<file path="src/rtl/tcb_pkg.sv">
package tcb_pkg;

    typedef enum logic [1:0] {
        SRC_SERIAL   = 2'd0,
        SRC_PIN      = 2'd1,
        SRC_INTERNAL = 2'd2
    } sig_src_e;

endpackage

</file>
<file path="src/rtl/tcb_slot_timer.sv">
module tcb_slot_timer #(
    parameter int NUM_SLOTS     = 32,
    parameter int BITS_PER_SLOT = 8,
    localparam int SLOT_W       = $clog2(NUM_SLOTS),
    localparam int BIT_W        = $clog2(BITS_PER_SLOT)
) (
    input  logic              clk,
    input  logic              rst_n,
    input  logic              bit_en,
    input  logic              fsync,
    input  logic              alt_req,
    output logic [SLOT_W-1:0] slot,
    output logic [BIT_W-1:0]  bitp,
    output logic              alt
);

    localparam logic [SLOT_W-1:0] LAST_SLOT = SLOT_W'(NUM_SLOTS - 1);
    localparam logic [BIT_W-1:0]  LAST_BIT  = BIT_W'(BITS_PER_SLOT - 1);

    typedef struct packed {
        logic [SLOT_W-1:0] slot;
        logic [BIT_W-1:0]  bitp;
        logic              alt;
    } timer_t;

    timer_t st_d, st_q;
    logic   last_bit, frame_end, boundary;

    always_comb begin
        last_bit  = (st_q.bitp == LAST_BIT);
        frame_end = last_bit && (st_q.slot == LAST_SLOT);
        boundary  = bit_en && (fsync || frame_end);
        st_d      = st_q;
        if (bit_en) begin
            if (fsync) begin
                st_d.slot = '0;
                st_d.bitp = '0;
            end else if (last_bit) begin
                st_d.bitp = '0;
                st_d.slot = frame_end ? '0 : st_q.slot + 1'b1;
            end else begin
                st_d.bitp = st_q.bitp + 1'b1;
            end
        end
        if (boundary) begin
            st_d.alt = alt_req;
        end
    end

    always_ff @(posedge clk) begin
        if (!rst_n) begin
            st_q <= '0;
        end else begin
            st_q <= st_d;
        end
    end

    assign slot = st_q.slot;
    assign bitp = st_q.bitp;
    assign alt  = st_q.alt;

endmodule

</file>
<file path="src/rtl/tcb_mask_bank.sv">
module tcb_mask_bank #(
    parameter int NUM_BYTES = 4,
    parameter int BYTE_W    = 8,
    localparam int IDX_W    = (NUM_BYTES > 1) ? $clog2(NUM_BYTES) : 1,
    localparam int FLAT_W   = NUM_BYTES * BYTE_W
) (
    input  logic              clk,
    input  logic              rst_n,
    input  logic              wr_en,
    input  logic [IDX_W-1:0]  wr_idx,
    input  logic [BYTE_W-1:0] wr_data,
    output logic [FLAT_W-1:0] mask
);

    typedef struct packed {
        logic [NUM_BYTES-1:0][BYTE_W-1:0] bytes;
    } bank_t;

    bank_t bank_d, bank_q;

    always_comb begin
        bank_d = bank_q;
        for (int k = 0; k < NUM_BYTES; k++) begin
            if (wr_en && (wr_idx == IDX_W'(k))) begin
                bank_d.bytes[k] = wr_data;
            end
        end
    end

    always_ff @(posedge clk) begin
        if (!rst_n) begin
            bank_q <= '0;
        end else begin
            bank_q <= bank_d;
        end
    end

    assign mask = bank_q.bytes;

endmodule

</file>
<file path="src/rtl/tcb_sel_remap.sv">
module tcb_sel_remap #(
    parameter int NUM_SLOTS = 32,
    parameter int BYTE_W    = 8
) (
    input  logic [NUM_SLOTS-1:0] mask,
    output logic [NUM_SLOTS-1:0] sel
);

    localparam int HALF     = NUM_SLOTS / 2;
    localparam int PER_HALF = BYTE_W / 2;

    for (genvar c = 0; c < NUM_SLOTS; c++) begin : g_ch
        if (c < HALF) begin : g_low
            localparam int SRC = (c / PER_HALF) * BYTE_W + 2 * (c % PER_HALF);
            assign sel[c] = mask[SRC];
        end else begin : g_high
            localparam int SRC = ((c - HALF) / PER_HALF) * BYTE_W
                               + 2 * ((c - HALF) % PER_HALF) + 1;
            assign sel[c] = mask[SRC];
        end
    end

endmodule

</file>
<file path="src/rtl/tx_chan_blk.sv">
module tx_chan_blk #(
    parameter int NUM_SLOTS     = 32,
    parameter int BITS_PER_SLOT = 8,
    parameter int BYTE_W        = 8,
    localparam int NUM_BYTES    = NUM_SLOTS / BYTE_W,
    localparam int IDX_W        = (NUM_BYTES > 1) ? $clog2(NUM_BYTES) : 1,
    localparam int SLOT_W       = $clog2(NUM_SLOTS),
    localparam int BIT_W        = $clog2(BITS_PER_SLOT)
) (
    input  logic                 clk,
    input  logic                 rst_n,
    input  logic                 bit_en,
    input  logic                 fsync,
    input  logic                 wr_en,
    input  logic [IDX_W-1:0]     wr_idx,
    input  logic [BYTE_W-1:0]    wr_data,
    input  logic                 alt_req,
    input  logic                 sig_pin_sel,
    output logic [SLOT_W-1:0]    slot_o,
    output logic [BIT_W-1:0]     bit_o,
    output logic                 alt_o,
    output logic                 blk_o,
    output logic [NUM_SLOTS-1:0] sel_vec_o,
    output logic [1:0]           cur_src_o,
    output logic                 cas_warn_o
);
    import tcb_pkg::*;

    localparam int HALF = NUM_SLOTS / 2;

    logic [NUM_SLOTS-1:0] mask;
    logic [NUM_SLOTS-1:0] sel_raw;
    logic [SLOT_W-1:0]    slot;
    logic [BIT_W-1:0]     bitp;
    logic                 alt;
    sig_src_e             src;

    tcb_slot_timer #(
        .NUM_SLOTS    (NUM_SLOTS),
        .BITS_PER_SLOT(BITS_PER_SLOT)
    ) u_timer (
        .clk    (clk),
        .rst_n  (rst_n),
        .bit_en (bit_en),
        .fsync  (fsync),
        .alt_req(alt_req),
        .slot   (slot),
        .bitp   (bitp),
        .alt    (alt)
    );

    tcb_mask_bank #(
        .NUM_BYTES(NUM_BYTES),
        .BYTE_W   (BYTE_W)
    ) u_bank (
        .clk    (clk),
        .rst_n  (rst_n),
        .wr_en  (wr_en),
        .wr_idx (wr_idx),
        .wr_data(wr_data),
        .mask   (mask)
    );

    tcb_sel_remap #(
        .NUM_SLOTS(NUM_SLOTS),
        .BYTE_W   (BYTE_W)
    ) u_remap (
        .mask(mask),
        .sel (sel_raw)
    );

    always_comb begin
        if (!alt) begin
            src = SRC_SERIAL;
        end else if (sel_raw[slot]) begin
            src = SRC_INTERNAL;
        end else if (sig_pin_sel) begin
            src = SRC_PIN;
        end else begin
            src = SRC_SERIAL;
        end
    end

    assign slot_o     = slot;
    assign bit_o      = bitp;
    assign alt_o      = alt;
    assign blk_o      = !alt && mask[slot];
    assign sel_vec_o  = alt ? sel_raw : '0;
    assign cur_src_o  = src;
    assign cas_warn_o = alt && !(sel_raw[0] && sel_raw[HALF]);

endmodule

</file>
<file path="config.mk">
export PLATFORM = sky130hd
export DESIGN_NAME = tx_chan_blk
export DESIGN_NICKNAME = d
export VERILOG_FILES = /design/src/rtl/tcb_pkg.sv /design/src/rtl/tcb_slot_timer.sv /design/src/rtl/tcb_mask_bank.sv /design/src/rtl/tcb_sel_remap.sv /design/src/rtl/tx_chan_blk.sv
export SDC_FILE = /design/constraint.sdc
export NUM_CORES = 1
export LEC_CHECK = 0
export CAP_MARGIN = 20
export CORE_UTILIZATION = 53
export DETAILED_ROUTE_END_ITERATION = 16
export PLACE_DENSITY = 0.85
export SYNTH_ARGS = -nofsm -noshare
export SYNTH_HDL_FRONTEND = slang
export SYNTH_SLANG_ARGS = --single-unit
</file>
<file path="constraint.sdc">
create_clock -name clk -period 5.84 [get_ports clk]
set_input_delay 1.752 -clock clk [delete_from_list [all_inputs] [get_ports clk]]
set_output_delay 1.752 -clock clk [all_outputs]
set_load 0.01 [all_outputs]
</file>
# == Word-level counts from Yosys, hierarchy flattened ==
# Index checks and enable logic that the tools add are counted.
# classes
n_addsub,2
magnitude_cmp,1
eq_ne,5
mux,12
n_reduce_logical,15
# op_table
cell,n
$mux 32,1
$bmux 1 s5,2
$mux 5,2
$logic_and 1x1->1,9
$mux 8,1
$lt 5x6->1 const B,1
$add 5x1->5 const B,1
$eq 5x5->1 const B,1
$eq 2x2->1 const B,2
$mux 2,2
$add 3x1->3 const B,1
$eq 3x3->1 const B,1
$mux 1,3
$mux 3,1
$eq 2x1->1 const B,1
$logic_not 1->1,2
$logic_not 2->1,1
$reduce_and 2->1,1
$reduce_bool 2->1,1
$logic_or 1x1->1,1
# totals
reg_bits,41
in_bits,17

# == Longest topological paths before layout ==
# Gate-level depths: netlist of run 1.
# logic_depth
ltp_word,5
depth_mapped,8
ltp_nobuf,7

# == Modules after synthesis ==
# A second synthesis of run 1 with hierarchy kept.
# unflattened
hier_cells,290
area_unflattened_um2,2700.1
# modules_own_cells
mod,n_inst,cells_each,area_per_inst_um2,seq_area_each_um2
tcb_mask_bank,1,115,1177.4,640.6
tx_chan_blk,1,99,877.1,0.0
tcb_slot_timer,1,44,405.4,180.2
tcb_sel_remap,1,32,240.2,0.0

# == Worst setup path before layout of run 1 ==
# No wires, ideal clock.
# synth_timing
path_kind,in2out
start,input sig_pin_sel
end,output cur_src_o[0]
t_arrival_ns,2.078
required_ns,4.088
slack_ns,2.010
stages,2
path_buffers,0
path_cell_list,nand2_1 -> and4b_1
# synth_between
elab_chain_cells,3
# synth_rtl
item,line_no,source
start: declaration,tx_chan_blk.sv:18,"input logic sig_pin_sel,"
$mux 1,tx_chan_blk.sv:77,end else if (sig_pin_sel) begin
$mux 2,tx_chan_blk.sv:75,end else if (sel_raw[slot]) begin
$mux 2,tx_chan_blk.sv:73,if (!alt) begin
end: declaration,tx_chan_blk.sv:24,"output logic [1:0] cur_src_o,"
# No other way between the ends.

# == Worst setup path in the final report of run 1 ==
# Ends and elaborated chain as after synthesis.

==> results.py, run 1 <==
metrics = {
    "logic_synthesis": {
        "synthXorXnorAreaFrac": 0.0140,
        "synthMuxAreaShare": 0.247,
        "yosys.area.top_type": "dfxtp_1",
        "netlist_area_mm2": 0.00250,
        "synth_top_family_by_area": "simple AND/OR/NAND/NOR gates",
        "synth_compound_area_frac": 0.0827,
        "ys_seq_area_frac": 0.329,
        "netlist.area_leader.share": 0.329,
        "netlist_instances": 265,
        "ys.flop_type": "dfxtp_1",
        "async_flop_share": 0,
        "synth_edf_count": 0,
        "synthTopCellsByArea": "dfxtp_1 (33%), mux2i_1 (18%), nor2b_1 (9.8%)",
        "ys_seq_elements": 41,
        "syn_area_per_cell_um2": 9.42,
        "synth.net_count": 286,
        "synthAdderAreaFrac": 0.0200,
        "yosysUniqueCellTypes": 40,
        "synth_simple_gate_area_frac": 0.263,
        "yosysWarnings": 0,
    },
    "clock_tree": {
        "post_cts_resized": 0,
        "cts-root-buf": "clkbuf_8",
        "post_cts_buffers": 0,
        "clkSlewWorstSetupHoldPaths_ns": 0.07,
        "clock_sinks": 41,
        "postCtsHoldBufs": 0,
        "clk_latency_ns": 0.29,
        "ctsHtreeMaxLevel": 2,
        "tritoncts": "yes",
        "cts_buffers": 5,
        "clock_path_buffers": 2,
    },
    "critical_path": {
        "cp.arrival_ns": 3.12,
        "timing.rr.end": "u_timer.slot[0]",
        "critPathLaunchType": "input port",
        "r2r_setup_slack_ns": 3.82,
        "r2r-start": "u_timer.slot[1]",
        "cp-end-kind": "primary output",
        "crit_required_ns": 4.09,
        "r2r_cells": 7,
        "cp_max_fo": 1,
        "crit_type": "in2out",
    },
    "die": {
        "rows": 24,
        "ioPinCount": 62,
        "fp.dieH_um": 70.6,
        "dieArea_mm2": 0.00499,
        "fp.coreArea_mm2": 0.00444,
        "initial_core_util": 0.562,
        "fp.dieW_um": 70.6,
    },
    "route": {
        "first_pass_iters": 10,
        "routedWlPerCell_um": 16.0,
        "drt_iter0_markers": 125,
        "met1_length_um": 2730,
        "wl_met3_um": 227,
        "wl_met2_um": 2870,
        "drtAntennaViolNets": 0,
        "wirelength_um": 5890,
        "dr_total_vias": 2085,
        "vias_per_cell": 5.65,
        "drcViolationCount": 3,
        "topRoutingLayerUsed": "met4",
    },
    "status": {
        "outcome": "finished, violations left",
        "failed_checks": "DRC",
    },
    "pwr": {
        "clkPwrFrac": 0.327,
        "pwr-share-comb": 0.136,
        "peakVddDrop_uv": 135,
        "seqPwrFrac": 0.537,
        "swShare": 0.244,
        "power.density_mw_per_mm2": 176,
        "totalPowerFinal_mw": 0.563,
        "intPower_mw": 0.426,
        "p_sw_mw": 0.137,
        "p_leak_nw": 1.22,
    },
    "timing": {
        "min_period_ns": 4.87,
        "rsz0062_at_grt": "no",
        "setup_tns_ns": 0,
        "slew-limit-headroom": 0.304,
        "finalHoldViolCount": 0,
        "max_freq_ghz": 0.205,
        "setup-violations-final": 0,
        "drv_slew": 0,
        "fin_skew_ns": 0.000707,
        "finalCritPeriodShare": 0.834,
        "tightest_slew_ns": 1.04,
    },
    "layout": {
        "finish.net_count": 338,
        "area_growth_pct": 27.9,
        "final_core_util": 0.719,
        "final_area_mm2": 0.00319,
        "mostFrequentLayoutCells": "clkdlybuf4s50_1 (61), mux2i_1 (46), dfxtp_1 (41)",
        "register_area_um2": 821,
        "drive_gt1_frac": 0.0568,
        "n_fill_cell": 339,
        "layout_commonest_cell": "clkdlybuf4s50_1",
        "finalNonFillerCells": 369,
        "multi_input_area_mm2": 0.00157,
        "diodes": 0,
    },
    "grt": {
        "grt_max_degree": 39,
        "antenna_found_initial": 0,
        "grt_overflow": 0,
        "grt_first_pass_wirelength_um": 9820,
        "grt_usage": 0.251,
        "grt_pass1_vias": 1947,
    },
    "placement": {
        "port_buffers": 61,
        "gp_congestion": 0.795,
        "dp_hpwl_um": 4140,
        "placed_cells": 361,
        "placed_area_mm2": 0.00309,
    },
    "hold_path": {
        "hold_class": "reg2reg",
        "hold_end": "u_bank.mask[2]",
        "hold_path_startpoint": "u_bank.mask[2]",
        "hold_depth": 2,
    },
    "job": {
        "drv_cap": 0,
    },
}
state kept, by name, indices dropped and copies added, names as in the netlist:
register and count:
u_bank.mask 32, u_timer.slot 5, u_timer.bitp 3, u_timer.alt 1
through the flow:
| stage | worst slack, ns | hold WS [ns] |
|---|---|---|
| after floorplan | 2.01 | 0.509 |
| final | 0.970 | 0.561 |
| after global routing | 0.861 | 0.590 |
| after global placement | 0.968 | 0.537 |
| after CTS | 0.922 | 0.560 |
| after detailed placement | 0.921 | 0.548 |
power groups by stage:
stage          sequential [mW]  clock [mW]  combinational [mW]
2_1_floorplan            0.302           0              0.0485
3_3_place_gp             0.310           0              0.0716
3_5_place_dp             0.311           0              0.0735
4_1_cts                  0.304       0.189              0.0741
5_1_grt                  0.304       0.203              0.0831
6_report                 0.303       0.184              0.0763
metal layers:
| metal | vias up | GRT usage |
|---|---|---|
| met2 | 52 | 0.403 |
| met4 | 0 | 0.0800 |
| met5 | - | 0 |
| li1 | 1022 | - |
| met3 | 6 | 0.0456 |
| met1 | 1005 | 0.346 |
cell type report:
class                   instances  area share
well taps                      52      0.0204
flip-flops and latches         41       0.257
clock buffers                   7      0.0270
inverters                       4     0.00470
multi-input cells             201       0.490
repair buffers                 64       0.201
cells in the mapped netlist, types with 2 or more instances:
| cell type | instances |
|---|---|
| mux4_2 | 6 |
| buf_6 | 2 |
| nor3b_1 | 2 |
| mux2i_1 | 46 |
| o22ai_1 | 2 |
| nand3_1 | 5 |
| and2_1 | 34 |
| buf_2 | 4 |
| nand2b_1 | 5 |
| o221ai_1 | 2 |
| xor2_1 | 2 |
| ha_1 | 4 |
| xnor2_1 | 2 |
| dfxtp_1 | 41 |
| a311oi_1 | 4 |
| a21oi_1 | 3 |
| nor2b_1 | 39 |
| clkbuf_1 | 11 |
| mux2_2 | 2 |
| nand2_1 | 16 |
| and3_1 | 3 |
| a22oi_1 | 2 |
| nand3b_1 | 2 |
| inv_1 | 4 |
| nor2_1 | 5 |
| a211o_1 | 3 |
worst max-delay path, cell delays in order:
cell and delay, ns:
clkdlybuf4s50_1 0.45, nand2_1 0.07, and4b_1 0.30, clkdlybuf4s50_1 0.55
worst max-delay path by stage:
stage / cells past startpoint / to / from / slack (ns)
4_1_cts: 4 / cur_src_o[0] / sig_pin_sel / 0.92
3_5_place_dp: 4 / cur_src_o[0] / sig_pin_sel / 0.92
3_3_place_gp: 4 / cur_src_o[0] / sig_pin_sel / 0.97
5_1_grt: 6 / blk_o / u_timer.slot[1] / 0.86
6_report: 4 / cur_src_o[0] / sig_pin_sel / 0.97
2_1_floorplan: 2 / cur_src_o[0] / sig_pin_sel / 2.01
cells by family (layout without fill, tap and decap cells):
kind of cell	count (synthesis)	in the layout
and+or+nand+nor	113	113
muxes	54	54
DFF	41	41
AOI/OAI and AO/OA	26	26
buffers and inverters	23	75
adders and majority gates	4	4
xor gates and xnor gates	4	4
No activity file was read; power rests on OpenSTA's default activity.
==> run 2, diff against run 1 <==
Settings changed: CORE_UTILIZATION 53 to 45, PLACE_DENSITY 0.85 to 0.77.
Clock period 5.84 ns to 4.18 ns, I/O delays scaled along.
==> run 2 against run 1 <==
Global-route usage decreased by 3.9 points. Critical endpoint is now blk_o. Setup slack got worse by 0.80 ns. Largest power group unchanged. Critical path depth increased by 1. Routed wire length increased by 1.0%. Design area increased by 1.9%. Sequential share of layout area decreased by 0.47 points. Via count decreased by 0.67%. Sequential power increased by 40%. Total power increased by 52%. First-iteration DRC count decreased by 27%. The flow now finishes without violations.
==> results.py, run 2 (synthesized netlist as in run 1, its figures left out) <==
metrics = {
    "pwr": {
        "swShare": 0.234,
        "pwr-share-comb": 0.122,
        "power.density_mw_per_mm2": 264,
        "p_leak_nw": 1.24,
        "clkPwrFrac": 0.385,
        "intPower_mw": 0.658,
        "p_sw_mw": 0.201,
        "seqPwrFrac": 0.494,
        "peakVddDrop_uv": 153,
    },
    "grt": {
        "grt_usage": 0.212,
        "met3_usage": 0.0467,
        "grt-busiest-layer": "met2",
        "globalRouteMet1Util": 0.283,
        "antenna_found_initial": 0,
        "met2_usage": 0.340,
        "grt_first_pass_wirelength_um": 9860,
        "grt_pass1_vias": 1998,
        "grt_overflow": 0,
        "grt_max_degree": 38,
    },
    "layout": {
        "finish.net_count": 340,
        "diodes": 0,
        "area_growth_pct": 30.3,
        "finalNonFillerCells": 390,
        "mostFrequentLayoutCells": "clkdlybuf4s50_1 (61), mux2i_1 (46), dfxtp_1 (41)",
        "drive_gt1_frac": 0.0656,
        "largest_reg_flops": 32,
        "layout_commonest_cell": "clkdlybuf4s50_1",
    },
    "die": {
        "rows": 26,
        "initial_core_util": 0.477,
        "fp.dieW_um": 76.5,
        "fp.coreArea_mm2": 0.00524,
        "dieArea_mm2": 0.00585,
        "ioPinCount": 62,
        "fp.dieH_um": 76.5,
    },
    "timing": {
        "tightest_slew_ns": 1.03,
        "rsz0062_at_grt": "no",
        "finalHoldViolCount": 0,
        "min_period_ns": 4.01,
        "fin_skew_ns": 0.00583,
        "slew-limit-headroom": 0.311,
        "drv_slew": 0,
        "setup-violations-final": 0,
        "finalCritPeriodShare": 0.959,
        "setup_tns_ns": 0,
        "max_freq_ghz": 0.249,
    },
    "clock_tree": {
        "clock_path_buffers": 2,
        "cts-root-buf": "clkbuf_8",
        "clk_latency_ns": 0.29,
        "clock_sinks": 41,
        "clkSlewWorstSetupHoldPaths_ns": 0.08,
        "ctsHtreeMaxLevel": 2,
        "tritoncts": "yes",
        "postCtsHoldBufs": 0,
        "cts_buffers": 5,
        "post_cts_resized": 0,
        "post_cts_buffers": 0,
    },
    "placement": {
        "gp_congestion": 0.796,
        "dp_hpwl_um": 4300,
        "placed_cells": 382,
        "port_buffers": 61,
    },
    "route": {
        "wirelength_um": 5950,
        "first_pass_iters": 4,
        "drt_iter0_markers": 91,
        "dr_total_vias": 2071,
        "routedWlPerCell_um": 15.3,
        "drtAntennaViolNets": 0,
        "vias_per_cell": 5.31,
        "drcViolationCount": 0,
    },
    "critical_path": {
        "crit_type": "reg2out",
        "critPathLaunchType": "flip-flop",
        "cp_max_fo": 18,
        "cp_top_family": "compound AO/OA/AOI/OAI gates",
        "cp_slowest_cell": "clkdlybuf4s50_1",
        "critical_path_buf_inv_count": 1,
        "crit_required_ns": 2.93,
        "cp.arrival_ns": 2.76,
        "cp-end-kind": "primary output",
        "r2r_setup_slack_ns": 2.24,
        "cp_slowest_stage_delay_ns": 0.61,
        "crit_chain": "nor2b_1 > and3_1 > o41a_1 > a2111oi_2 > clkdlybuf4s50_1",
    },
    "status": {
        "outcome": "complete, no violations",
    },
    "hold_path": {
        "hold_class": "reg2reg",
    },
    "job": {
        "drv_cap": 0,
    },
}
run 2: cell type report:
type	count	area (um2)
Fill cell	472	1980
Multi-Input combinational cell	201	1570
Inverter	4	15.0
Clock buffer	7	86.3
Sequential cell	41	821
Clock inverter	1	30.0
Tap cell	70	87.6
Timing Repair Buffer	66	648
run 2: final timing paths:
check,startpoint,end,depth (start not counted)
setup reg to reg,u_timer.slot[0],u_timer.slot[3],7
setup / recovery,u_timer.slot[0],blk_o,5
hold / removal,u_bank.mask[14],u_bank.mask[14],2
hold reg to reg,u_bank.mask[14],u_bank.mask[14],2
run 2: power by group through the flow:
stage	sequential, mW	combinational (mW)	clock [mW]
floorplan	0.422	0.0678	0
global placement	0.432	0.102	0
detailed placement	0.433	0.104	0
CTS	0.424	0.105	0.334
global route	0.427	0.113	0.353
finish	0.424	0.104	0.330
run 2: worst register-to-register path, stage by stage (launching register included):
cell     delay, ns
dfxtp_1       0.82
ha_1          0.28
and3_1        0.17
ha_1          0.14
a21o_1        0.12
nand2_1       0.06
nand2_1       0.15
nor2_1        0.08
run 2: routing by layer:
| metal | vias up | wire length (um) |
|---|---|---|
| met5 | - | 0 |
| met4 | 0 | 50 |
| met3 | 6 | 256 |
| met2 | 64 | 2740 |
| met1 | 969 | 2900 |
| li1 | 1032 | - |
run 2: per-stage QoR:
stage / area (um2) / util / total power, mW / hold WS [ns] / setup WS (ns)
3_5_place_dp: 3140 / 0.599 / 0.538 / 0.553 / 0.370
6_report: 3250 / 0.621 / 0.859 / 0.568 / 0.171
3_3_place_gp: 3140 / 0.599 / 0.534 / 0.536 / 0.371
5_1_grt: 3250 / 0.621 / 0.894 / 0.589 / 0.0497
2_1_floorplan: 2500 / - / 0.490 / 0.509 / 1.21
4_1_cts: 3250 / 0.621 / 0.863 / 0.564 / 0.171
